==> src/rtl/spt_pkg.sv <==
package spt_pkg;

  localparam logic [7:0] OP_ENABLE   = 8'hAC;
  localparam logic [7:0] ENABLE_KEY  = 8'h53;
  localparam logic [7:0] OP_LD_FL_LO = 8'h40;
  localparam logic [7:0] OP_LD_FL_HI = 8'h48;
  localparam logic [7:0] OP_WR_FL    = 8'h4C;
  localparam logic [7:0] OP_RD_FL_LO = 8'h20;
  localparam logic [7:0] OP_RD_FL_HI = 8'h28;
  localparam logic [7:0] OP_LD_EE    = 8'hC1;
  localparam logic [7:0] OP_WR_EE    = 8'hC2;
  localparam logic [7:0] OP_RD_EE    = 8'hA0;
  localparam logic [7:0] OP_POLL     = 8'hF0;

  typedef enum logic [3:0] {
    CMD_NONE, CMD_ENABLE, CMD_LD_FL_LO, CMD_LD_FL_HI, CMD_WR_FL,
    CMD_RD_FL_LO, CMD_RD_FL_HI, CMD_LD_EE, CMD_WR_EE, CMD_RD_EE, CMD_POLL
  } cmd_e;

  // Classify an instruction from its first two bytes.
  function automatic cmd_e decode_cmd(input logic [7:0] op, input logic [7:0] arg);
    case (op)
      OP_ENABLE:   return (arg == ENABLE_KEY) ? CMD_ENABLE : CMD_NONE;
      OP_LD_FL_LO: return CMD_LD_FL_LO;
      OP_LD_FL_HI: return CMD_LD_FL_HI;
      OP_WR_FL:    return CMD_WR_FL;
      OP_RD_FL_LO: return CMD_RD_FL_LO;
      OP_RD_FL_HI: return CMD_RD_FL_HI;
      OP_LD_EE:    return CMD_LD_EE;
      OP_WR_EE:    return CMD_WR_EE;
      OP_RD_EE:    return CMD_RD_EE;
      OP_POLL:     return CMD_POLL;
      default:     return CMD_NONE;
    endcase
  endfunction

  // Instructions whose fourth output byte carries data.
  function automatic logic answers(input cmd_e c);
    return (c == CMD_RD_FL_LO) || (c == CMD_RD_FL_HI) ||
           (c == CMD_RD_EE) || (c == CMD_POLL);
  endfunction

  // 13-bit word address formed from the second and third bytes.
  function automatic logic [12:0] word_addr(input logic [7:0] hi, input logic [7:0] lo);
    return {hi[4:0], lo};
  endfunction

endpackage

==> src/rtl/spt_shift.sv <==
module spt_shift (
  input  logic       clk,
  input  logic       rst,
  input  logic       sck,
  input  logic       mosi,
  input  logic [7:0] tx_next,
  output logic       miso,
  output logic       byte_done,
  output logic [7:0] rx_byte,
  output logic [1:0] rx_idx
);
  logic       sck_q;
  logic [2:0] bit_cnt;
  logic [6:0] rx_sh;
  logic [7:0] tx_sh;
  logic [7:0] tx_hold;
  logic       tx_pend;
  logic [1:0] idx_q;

  wire sck_rise = sck & ~sck_q;
  wire sck_fall = ~sck & sck_q;

  assign byte_done = sck_rise && (bit_cnt == 3'd7);
  assign rx_byte   = {rx_sh, mosi};
  assign rx_idx    = idx_q;
  assign miso      = tx_sh[7];

  always_ff @(posedge clk) begin
    if (rst) begin
      sck_q   <= 1'b0;
      bit_cnt <= '0;
      rx_sh   <= '0;
      tx_sh   <= '0;
      tx_hold <= '0;
      tx_pend <= 1'b0;
      idx_q   <= '0;
    end else begin
      sck_q <= sck;
      if (sck_rise) begin
        rx_sh   <= {rx_sh[5:0], mosi};
        bit_cnt <= bit_cnt + 3'd1;
        if (bit_cnt == 3'd7) idx_q <= idx_q + 2'd1;
      end
      if (byte_done) begin
        tx_hold <= tx_next;
        tx_pend <= 1'b1;
      end
      if (sck_fall) begin
        if (tx_pend) begin
          tx_sh   <= tx_hold;
          tx_pend <= 1'b0;
        end else begin
          tx_sh <= {tx_sh[6:0], 1'b0};
        end
      end
    end
  end

  // output only moves on a falling serial clock edge
  assert_miso_hold_R1: assert property (@(posedge clk) disable iff (rst)
    (sck && sck_q) |=> $stable(miso));

  // the byte position wraps after the fourth byte
  assert_frame_wrap_R1: assert property (@(posedge clk) disable iff (rst)
    (byte_done && rx_idx == 2'd3) |=> (rx_idx == 2'd0));

endmodule

==> src/rtl/spt_pagebuf.sv <==
module spt_pagebuf #(
  parameter int SLOT_BITS = 3
) (
  input  logic                     clk,
  input  logic                     rst,
  input  logic                     ld_lo,
  input  logic                     ld_hi,
  input  logic                     ld_ee,
  input  logic                     clr_fl,
  input  logic                     clr_ee,
  input  logic [SLOT_BITS-1:0]     slot,
  input  logic [7:0]               din,
  output logic [(1<<SLOT_BITS)-1:0][7:0] fl_lo,
  output logic [(1<<SLOT_BITS)-1:0][7:0] fl_hi,
  output logic [(1<<SLOT_BITS)-1:0][7:0] ee_data,
  output logic [(1<<SLOT_BITS)-1:0]      ee_vld
);
  localparam int SLOTS = 1 << SLOT_BITS;

  logic [SLOTS-1:0] lo_vld;
  wire hi_ok = ld_hi && lo_vld[slot];

  always_ff @(posedge clk) begin
    if (rst || clr_fl) begin
      fl_lo  <= '1;
      fl_hi  <= '1;
      lo_vld <= '0;
    end else begin
      if (ld_lo) begin
        fl_lo[slot]  <= din;
        lo_vld[slot] <= 1'b1;
      end
      if (hi_ok) fl_hi[slot] <= din;
    end
  end

  always_ff @(posedge clk) begin
    if (rst || clr_ee) begin
      ee_data <= '1;
      ee_vld  <= '0;
    end else if (ld_ee) begin
      ee_data[slot] <= din;
      ee_vld[slot]  <= 1'b1;
    end
  end

  // a high byte with no earlier low byte in the slot leaves the buffer alone
  assert_hi_needs_lo_R4: assert property (@(posedge clk) disable iff (rst)
    (ld_hi && !clr_fl && !lo_vld[slot]) |=> $stable(fl_hi));

  // a program commit empties the program buffer
  assert_fl_cleared_R5: assert property (@(posedge clk) disable iff (rst)
    clr_fl |=> ((&fl_lo) && (&fl_hi)));

  // a data commit drops every loaded mark
  assert_ee_marks_cleared_R7: assert property (@(posedge clk) disable iff (rst)
    clr_ee |=> (ee_vld == '0));

endmodule

==> src/rtl/spt_array.sv <==
module spt_array #(
  parameter int SLOT_BITS = 3,
  parameter int PAGE_BITS = 2
) (
  input  logic                                 clk,
  input  logic                                 rst,
  input  logic                                 wr_fl,
  input  logic                                 wr_ee,
  input  logic [PAGE_BITS-1:0]                 wr_page,
  input  logic [(1<<SLOT_BITS)-1:0][7:0]       buf_lo,
  input  logic [(1<<SLOT_BITS)-1:0][7:0]       buf_hi,
  input  logic [(1<<SLOT_BITS)-1:0][7:0]       buf_ee,
  input  logic [(1<<SLOT_BITS)-1:0]            buf_ee_vld,
  input  logic [SLOT_BITS+PAGE_BITS-1:0]       rd_loc,
  output logic [7:0]                           rd_lo,
  output logic [7:0]                           rd_hi,
  output logic [7:0]                           rd_ee
);
  localparam int SLOTS = 1 << SLOT_BITS;
  localparam int PAGES = 1 << PAGE_BITS;
  localparam int DEPTH = SLOTS * PAGES;

  logic [DEPTH-1:0][7:0] mem_lo;
  logic [DEPTH-1:0][7:0] mem_hi;
  logic [DEPTH-1:0][7:0] mem_ee;

  always_ff @(posedge clk) begin
    if (rst) begin
      mem_lo <= '1;
      mem_hi <= '1;
      mem_ee <= '1;
    end else begin
      for (int p = 0; p < PAGES; p++) begin
        for (int s = 0; s < SLOTS; s++) begin
          if (wr_fl && wr_page == PAGE_BITS'(p)) begin
            mem_lo[p*SLOTS+s] <= buf_lo[s];
            mem_hi[p*SLOTS+s] <= buf_hi[s];
          end
          if (wr_ee && wr_page == PAGE_BITS'(p) && buf_ee_vld[s])
            mem_ee[p*SLOTS+s] <= buf_ee[s];
        end
      end
    end
  end

  assign rd_lo = mem_lo[rd_loc];
  assign rd_hi = mem_hi[rd_loc];
  assign rd_ee = mem_ee[rd_loc];

  // a data commit with nothing loaded changes no byte
  assert_ee_unloaded_kept_R7: assert property (@(posedge clk) disable iff (rst)
    (wr_ee && !(|buf_ee_vld)) |=> $stable(mem_ee));

  // the program store only moves on a program commit
  assert_fl_only_on_commit_R5: assert property (@(posedge clk) disable iff (rst)
    !wr_fl |=> ($stable(mem_lo) && $stable(mem_hi)));

endmodule

==> src/rtl/spt_busy.sv <==
module spt_busy #(
  parameter int WRITE_CYCLES = 800
) (
  input  logic clk,
  input  logic rst,
  input  logic start,
  output logic busy
);
  localparam int CW = $clog2(WRITE_CYCLES + 1);

  logic [CW-1:0] remain;

  assign busy = (remain != '0);

  always_ff @(posedge clk) begin
    if (rst)        remain <= '0;
    else if (start) remain <= CW'(WRITE_CYCLES);
    else if (busy)  remain <= remain - 1'b1;
  end

  // a commit raises busy on the next cycle
  assert_busy_on_start_R9: assert property (@(posedge clk) disable iff (rst)
    start |=> busy);

  // busy drops once the last cycle of the window is spent
  assert_busy_ends_R9: assert property (@(posedge clk) disable iff (rst)
    (remain == CW'(1) && !start) |=> !busy);

endmodule

==> src/rtl/spt_target.sv <==
module spt_target #(
  parameter int SLOT_BITS    = 3,
  parameter int PAGE_BITS    = 2,
  parameter int WRITE_CYCLES = 800
) (
  input  logic clk,
  input  logic rst,
  input  logic sck,
  input  logic mosi,
  output logic miso
);
  import spt_pkg::*;

  localparam int SLOTS    = 1 << SLOT_BITS;
  localparam int LOC_BITS = SLOT_BITS + PAGE_BITS;

  // Location in a store: page bits sit above the 6-bit in-page field.
  function automatic logic [LOC_BITS-1:0] loc_of(input logic [7:0] hi, input logic [7:0] lo);
    logic [12:0] a;
    a = word_addr(hi, lo);
    return {a[6 +: PAGE_BITS], a[SLOT_BITS-1:0]};
  endfunction

  logic       byte_done;
  logic [7:0] rx_byte;
  logic [1:0] rx_idx;
  logic [7:0] tx_next;

  logic [7:0] b0_q, b1_q, b2_q;
  logic       enabled_q;
  logic       busy;

  logic [SLOTS-1:0][7:0] buf_lo, buf_hi, buf_ee;
  logic [SLOTS-1:0]      buf_ee_vld;
  logic [7:0]            rd_lo, rd_hi, rd_ee;

  spt_shift u_shift (
    .clk       (clk),
    .rst       (rst),
    .sck       (sck),
    .mosi      (mosi),
    .tx_next   (tx_next),
    .miso      (miso),
    .byte_done (byte_done),
    .rx_byte   (rx_byte),
    .rx_idx    (rx_idx)
  );

  always_ff @(posedge clk) begin
    if (rst) begin
      b0_q <= '0;
      b1_q <= '0;
      b2_q <= '0;
    end else if (byte_done) begin
      case (rx_idx)
        2'd0:    b0_q <= rx_byte;
        2'd1:    b1_q <= rx_byte;
        2'd2:    b2_q <= rx_byte;
        default: ;
      endcase
    end
  end

  // Decode and acceptance, named for the assertions.
  cmd_e cmd;
  logic allowed;
  logic [7:0] addr_lo;
  logic [LOC_BITS-1:0] loc;

  assign cmd     = decode_cmd(b0_q, b1_q);
  assign allowed = (cmd == CMD_ENABLE) || (enabled_q && (!busy || cmd == CMD_POLL));
  assign addr_lo = (rx_idx == 2'd2) ? rx_byte : b2_q;
  assign loc     = loc_of(b1_q, addr_lo);

  wire frame_done = byte_done && (rx_idx == 2'd3);
  wire exec       = frame_done && allowed;
  wire ld_lo      = exec && (cmd == CMD_LD_FL_LO);
  wire ld_hi      = exec && (cmd == CMD_LD_FL_HI);
  wire ld_ee      = exec && (cmd == CMD_LD_EE);
  wire wr_fl      = exec && (cmd == CMD_WR_FL);
  wire wr_ee      = exec && (cmd == CMD_WR_EE);
  wire commit     = wr_fl || wr_ee;
  wire any_load   = ld_lo || ld_hi || ld_ee;

  always_ff @(posedge clk) begin
    if (rst)                             enabled_q <= 1'b0;
    else if (exec && cmd == CMD_ENABLE)  enabled_q <= 1'b1;
  end

  // Byte offered for the next slot of the frame.
  logic [7:0] answer;
  always_comb begin
    case (cmd)
      CMD_RD_FL_LO: answer = rd_lo;
      CMD_RD_FL_HI: answer = rd_hi;
      CMD_RD_EE:    answer = rd_ee;
      CMD_POLL:     answer = {7'd0, busy};
      default:      answer = rx_byte;
    endcase
    case (rx_idx)
      2'd2:    tx_next = (allowed && answers(cmd)) ? answer : rx_byte;
      2'd3:    tx_next = 8'h00;
      default: tx_next = rx_byte;
    endcase
  end

  spt_pagebuf #(.SLOT_BITS(SLOT_BITS)) u_pagebuf (
    .clk     (clk),
    .rst     (rst),
    .ld_lo   (ld_lo),
    .ld_hi   (ld_hi),
    .ld_ee   (ld_ee),
    .clr_fl  (wr_fl),
    .clr_ee  (wr_ee),
    .slot    (loc[SLOT_BITS-1:0]),
    .din     (rx_byte),
    .fl_lo   (buf_lo),
    .fl_hi   (buf_hi),
    .ee_data (buf_ee),
    .ee_vld  (buf_ee_vld)
  );

  spt_array #(.SLOT_BITS(SLOT_BITS), .PAGE_BITS(PAGE_BITS)) u_array (
    .clk        (clk),
    .rst        (rst),
    .wr_fl      (wr_fl),
    .wr_ee      (wr_ee),
    .wr_page    (loc[LOC_BITS-1:SLOT_BITS]),
    .buf_lo     (buf_lo),
    .buf_hi     (buf_hi),
    .buf_ee     (buf_ee),
    .buf_ee_vld (buf_ee_vld),
    .rd_loc     (loc),
    .rd_lo      (rd_lo),
    .rd_hi      (rd_hi),
    .rd_ee      (rd_ee)
  );

  spt_busy #(.WRITE_CYCLES(WRITE_CYCLES)) u_busy (
    .clk   (clk),
    .rst   (rst),
    .start (commit),
    .busy  (busy)
  );

  // nothing is loaded or committed before the enable frame
  assert_enable_gate_R3: assert property (@(posedge clk) disable iff (rst)
    !enabled_q |-> !(any_load || commit));

  // the busy window blocks loads and commits
  assert_busy_gate_R10: assert property (@(posedge clk) disable iff (rst)
    busy |-> !(any_load || commit));

endmodule

==> config.mk <==
export PLATFORM = sky130hd
export DESIGN_NAME = spt_target
export DESIGN_NICKNAME = d
export VERILOG_FILES = /design/src/rtl/spt_pkg.sv /design/src/rtl/spt_shift.sv /design/src/rtl/spt_pagebuf.sv /design/src/rtl/spt_array.sv /design/src/rtl/spt_busy.sv /design/src/rtl/spt_target.sv
export SDC_FILE = /design/constraint.sdc
export NUM_CORES = 2
export LEC_CHECK = 0
export ABC_AREA = 1
export BUFFER_PORTS_ARGS = -buffer_cell sky130_fd_sc_hd__buf_2
export CAP_MARGIN = 0
export CORE_UTILIZATION = 45
export CTS_CLUSTER_SIZE = 40
export DETAILED_ROUTE_END_ITERATION = 6
export PLACE_DENSITY = 0.62
export SLEW_MARGIN = 20
export SYNTH_ARGS = -nofsm -noshare
export SYNTH_HDL_FRONTEND = slang
export SYNTH_SLANG_ARGS = --single-unit
==> constraint.sdc <==
create_clock -name clk -period 4.59 [get_ports clk]
set_input_delay 1.377 -clock clk [delete_from_list [all_inputs] [get_ports clk]]
set_output_delay 1.377 -clock clk [all_outputs]
set_load 0.05 [all_outputs]
# After elaboration in Yosys (flattened, before gate mapping)
# Index checks and enable logic that the tools add are counted.
# W data, S select, Z words.
[totals]
ff_bits = 1041
output_inout_bits = 1
[op_classes]
addsub = 3
n_lt_le_gt_ge = 3
eq_ne = 28
muxes = 27
bitwise = 6
n_reduce_logical = 71
[op_table]
columns = ["cell", "n"]
rows = [
  ["$bwmux W64", 3],
  ["$bmux W8 S5", 3],
  ["$mux W8", 7],
  ["$logic_and A1 B1 Y1", 53],
  ["$eq A8 B8 Y1 const B", 5],
  ["$pmux W4 S10", 1],
  ["$eq A8 B7 Y1 const B", 4],
  ["$pmux W8 S4", 1],
  ["$demux W8 S3", 1],
  ["$mux W10", 2],
  ["$eq A4 B3 Y1 const B", 4],
  ["$eq A8 B6 Y1 const B", 2],
  ["$or A8 B8 Y8", 2],
  ["$pmux W8 S2", 1],
  ["$eq A4 B4 Y1 const B", 3],
  ["$reduce_bool A10 Y1", 1],
  ["$sub A10 B1 Y10 const B", 1],
  ["$eq A2 B2 Y1 const B", 4],
  ["$eq A4 B2 Y1 const B", 2],
  ["$logic_or A1 B1 Y1", 8],
  ["$reduce_and A2 Y1", 4],
  ["$lt A5 B6 Y1 const B", 1],
  ["$mux W1", 6],
  ["$eq A2 B1 Y1 const B", 2],
  ["other kinds (14)", 17],
]

# Depth between registers and ports, before layout
[logic_depth]
depth_word = 11
depth_mapped = 22
mapped_depth_nobuf = 18

# By module
# A second synthesis with hierarchy kept.
[hier_totals]
cells_unflattened = 6685
hier_area_um2 = 45818.9
[by_module_without_submodules]
columns = ["module", "n_inst", "cells_each", "area_each_um2"]
rows = [
  ["spt_array", 1, 5184, 34684.5],
  ["spt_pagebuf", 1, 956, 7588.5],
  ["spt_target", 1, 276, 1624.1],
  ["spt_shift", 1, 188, 1313.8],
  ["spt_busy", 1, 81, 608.1],
]

# Worst setup path before layout
# No wires, ideal clock.
[synth_timing]
kind = "in2reg"
start = "in sck"
end = "reg u_array.mem_ee[93] in the netlist's numbering"
arrival_time_ps = 3252
t_required_ps = 4444
path_slack_ps = 1192
stages = 11
cell_sequence = "inv_1 nor2_1 nand2_1 nor2_1 a21boi_4 nand2_4 nor2_8 nand2_4 buf_4 nand2_1 o211ai_2"
[synth_via]
elab_chain_cells = 7
[synth_lines]
columns = ["item", "line", "text"]
rows = [
  ["start, declared", "spt_target.sv:8", "input logic sck,"],
  ["$and A1 B1 Y1", "spt_shift.sv:20", "wire sck_rise = sck & ~sck_q;"],
  ["$logic_and A1 B1 Y1", "spt_shift.sv:23", "assign byte_done = sck_rise && (bit_cnt == 3'd7);"],
  ["$logic_and A1 B1 Y1", "spt_target.sv:75", "wire frame_done = byte_done && (rx_idx == 2'd3);"],
  ["$logic_and A1 B1 Y1", "spt_target.sv:76", "wire exec = frame_done && allowed;"],
  ["$logic_and A1 B1 Y1", "spt_target.sv:81", "wire wr_ee = exec && (cmd == CMD_WR_EE);"],
  ["$logic_and A1 B1 Y1 (2 in series)", "spt_array.sv:39", "if (wr_ee && wr_page == PAGE_BITS'(p) && buf_ee_vld[s])"],
  ["end signal, assigned by index", "spt_array.sv:40", "mem_ee[p*SLOTS+s] <= buf_ee[s];"],
  ["end, declared", "spt_array.sv:25", "logic [DEPTH-1:0][7:0] mem_ee;"],
]
# No other way between the ends.
# A chain may end at the register's enable or synchronous reset.

# Worst setup path after layout
[layout_timing]
start = "reg u_shift.idx_q[0] (netlist: u_shift.rx_idx[0])"
end = "reg u_shift.tx_hold[0]"
[layout_via]
elab_chain_cells = 7
elab_cells_between_ends = 12
classes_between = "eq/ne: 2; mux: 10"
[layout_lines]
columns = ["item", "line", "text"]
rows = [
  ["start, declared", "spt_shift.sv:18", "logic [1:0] idx_q;"],
  ["start signal, assigned", "spt_shift.sv:42", "if (bit_cnt == 3'd7) idx_q <= idx_q + 2'd1;"],
  ["$eq A2 B2 Y1", "spt_target.sv:72, spt_target.sv:100", ""],
  ["$mux W8", "-", ""],
  ["$bmux W8 S5, on equally long branches", "spt_array.sv:48, spt_array.sv:46, spt_array.sv:47", ""],
  ["$mux W8, on equally long branches", "spt_array.sv:48, spt_array.sv:46, spt_array.sv:47", ""],
  ["$pmux W8 S4", "spt_target.sv:93", "case (cmd)"],
  ["$mux W8", "spt_target.sv:101", "2'd2: tx_next = (allowed && answers(cmd)) ? answer : rx_byte;"],
  ["$pmux W8 S2 *", "spt_target.sv:100", "case (rx_idx)"],
  ["end signal, assigned", "spt_shift.sv:45", "tx_hold <= tx_next;"],
  ["end, declared", "spt_shift.sv:16", "logic [7:0] tx_hold;"],
]
# Mark *: on every way between the ends. The rest lies on a longest branch, timed or not. The select of a mux whose other input is x is not followed.

==> summary.md <==
| Metric | Value |
|---|---|
| GRT overflow | 0 |
| TritonRoute pass-1 iters | 5 |
| Setup Viol. Count Final | 0 |
| Worst hold slack | 0.455 ns |
| Final hold vios | 0 |
| Most frequent cells in the layout | 2,179 x nand2_1, 1,038 x dfxtp_1, 636 x o211ai_1 |
| Worst VDD drop | roughly 0.26 mV |
| Post-synthesis cell type count | 37 |
| PwrDens | 374 mW/mm^2 |
| # IOs | 5 |
| ANT cells | 0 |
| Root Driver | clkbuf_16 |
| Slew headroom | 31.5% |
| Yosys warns | 0 |
| Status | finished clean |
| RSZ-0062 raised after global routing | false |
| Number of max-cap violations | 0 |
| Worst clock skew | about 0.026 ns |
| Row cnt | 116 |
| Worst Hold Class | flop to flop |
| CTS Sinks | 1,038 |
| Pins Over Slew Limit | 0 |
| Initial antenna violation count | 1 |
| CP max FO | 92 |
| Max Fclk | approximately 270 MHz |
| Per-cell routed wire length | 17.9 um |
| WP data required | approximately 5.2 ns |
| Area of the die | 0.103 mm^2 |
| Number of synthesized register bits | 1,038 |
| Static leakage | 28.9 nW |
| Final WS setup | 0.819 ns |
| DRT Wirelength | between 100 and 150 mm |
| CTS H-tree lvls | 3 |
| Core area | about 0.10 mm^2 |
| Area delta synth->final | 10.2% |
| Syn Area/Cell | between 7 and 8 um^2 |
| Area share of the largest cell type after synthesis | 45.2% |
| Worst EP arrival | roughly 4.4 ns |
| GPL Wtd Cong | 0.877 |
| First-pass GRT wire length | 209 mm |
| Residual DRC | 0 |
| Seq/Total Area, Yosys | 45.2% |
| Post-CTS Resized | 0 |
| Post-CTS Setup Inserts | 0 |
| Fin Setup TNS | 0 ns |
| CP Launch Type | flop |
| Cts hold-fix bufs | 0 |
| Post-synthesis cell area | roughly 0.046 mm^2 |
| Most common cell after layout, fill and taps aside | nand2_1 |
| Fin crit share | 82.2% |
| Post-DP HPWL | 81.4 mm |
| Largest area contributor in the netlist | dfxtp_1 |
| Pre-CTS setup slack | roughly 0.5 ns |
| Tmin final | 3.77 ns |
| Chip Width | 322 um |
| Antenna viol nets, final | 0 |
| PortBufs | 4 |
| Number of cells produced by synthesis | ~6,200 |
| Via-to-Cell Ratio | 5.31 |
| Clock buffer count from CTS | 109 |
| Maximum root-to-sink buffer count | 3 |
| Chip Height | ~320 um |
| Worst Reg-to-Reg Cells | 19 |
| Vias in the first global route | 36,000 |
| GRT Util Overall | 25.4% |
| Clk_lat worst skew | approximately 0.7 ns |
| Clock transition at the registers of the reported paths | 0.06 ns |
| Nets | between 5,000 and 6,000 |
| Mapped Nets | 6,176 |
| Crit Path Category | flop to flop |
| Largest cells by area after synthesis | dfxtp_1 45%, nand2_1 18%, o211ai_1 10% |
| Fill cells | 9,927 |
| Initial Util | 45.7% |
| CP Capture Type | flop |
| Largest net degree at the start of global routing | 201 |
| Via count | 39,200 |
| Worst Max-Slew Pin Slew | 1.03 ns |
| Layout cells sized above 1 | 9.43% |
| TritonCTS clock tree | done |
| Worst Hold Depth | 2 |
| DR iter-0 viols | between 3,000 and 4,000 |
report_power, final:
group / total (mW) / internal, mW / leakage, nW / switching, mW
combinational: 0.625 / 0.157 / 18.7 / 0.468
sequential: 9.10 / 9.06 / 8.40 / 0.0449
clock: 9.19 / 5.44 / 1.85 / 3.75
final timing paths:
kind	from	endpoint	slack, ns
min	b1_q[0]	b1_q[0]	0.45
min reg2reg	b1_q[0]	b1_q[0]	0.45
max	u_shift.rx_idx[0]	u_shift.tx_hold[0]	0.82
max reg2reg	u_shift.rx_idx[0]	u_shift.tx_hold[0]	0.82
flip-flops by register name (all words and copies together), names as in the netlist, 5 cells and up:
name and count:
u_shift.tx_hold 8, u_pagebuf.fl_hi 64, u_array.mem_ee 256, u_pagebuf.lo_vld 8
u_shift.tx_sh 8, u_shift.rx_sh 7, u_pagebuf.ee_vld 8, u_busy.remain 10
b1_q 8, b2_q 5, u_pagebuf.ee_data 64, u_array.mem_hi 256
u_pagebuf.fl_lo 64, b0_q 8, u_array.mem_lo 256
synthesized netlist by cell type (all sizes together):
library cell	instances
o21a	9
nor2	288
ha	7
nor3	8
clkinv	4
inv	524
xor2	1
and2	3
a21oi	209
a22oi	3
o21ai	356
nand3	170
nand3b	8
dfxtp	1038
nand2	2223
nand4	21
buf	124
xnor2	3
a21boi	2
clkbuf	329
o211ai	832
a211oi	2
a31oi	1
layer usage:
layer | vias to the layer above | wire length, um | track usage, %
met2 | 954 | 60400 | 41.3
met1 | 18200 | 61100 | 34.7
li1 | 19800 | - | -
met4 | 2 | 4200 | 8.42
met3 | 203 | 6560 | 2.84
met5 | - | 11 | 0
logic make-up (layout without fill, tap and decap cells):
group           count (synthesis)  after routing  synth area share [%]
xor+xnor                        4              4                0.0763
fa+ha+maj                       7              7                 0.191
buf+inv                       981            838                  8.65
simple gates                 2721           2721                  23.7
compound gates               1414           1414                  22.2
flops                        1038           1038                  45.2
cell type report:
cell class / count / area (um^2) / share of cell area, %
Inverter: 528 / 1990 / 3.93
Clock buffer: 156 / 3200 / 6.31
Multi-Input combinational cell: 4146 / 21300 / 42.1
Sequential cell: 1038 / 20800 / 41.0
Timing Repair Buffer: 109 / 1130 / 2.24
Clock inverter: 45 / 539 / 1.06
Tap cell: 1357 / 1700 / 3.35
per-stage QoR:
step	area [um^2]	total power, mW	std cells	utilization, %
floorplan	46000	9.73	6165	-
finish	50600	18.9	7379	50.4
global route	50600	19.5	7379	50.4
global placement	46900	9.92	7178	46.6
CTS	50600	19.1	7379	50.4
detailed placement	46900	9.92	7178	46.6
worst max-delay path, stage by stage (launching register included):
cell	delay [ns]
dfxtp_1	0.33
inv_1	0.13
ha_1	0.59
inv_2	0.27
nand2_2	0.31
nand2_4	0.23
buf_12	0.27
nand2_1	0.12
o21ai_0	0.08
nand2_1	0.14
nand2_1	0.12
nand2_1	0.08
nand2_1	0.06
nand2_1	0.05
nand2_1	0.05
nor2_1	0.37
nand2_1	0.12
nand4_1	0.11
nand2_1	0.06
a21oi_1	0.11
Power figures use the tool's default switching activity.
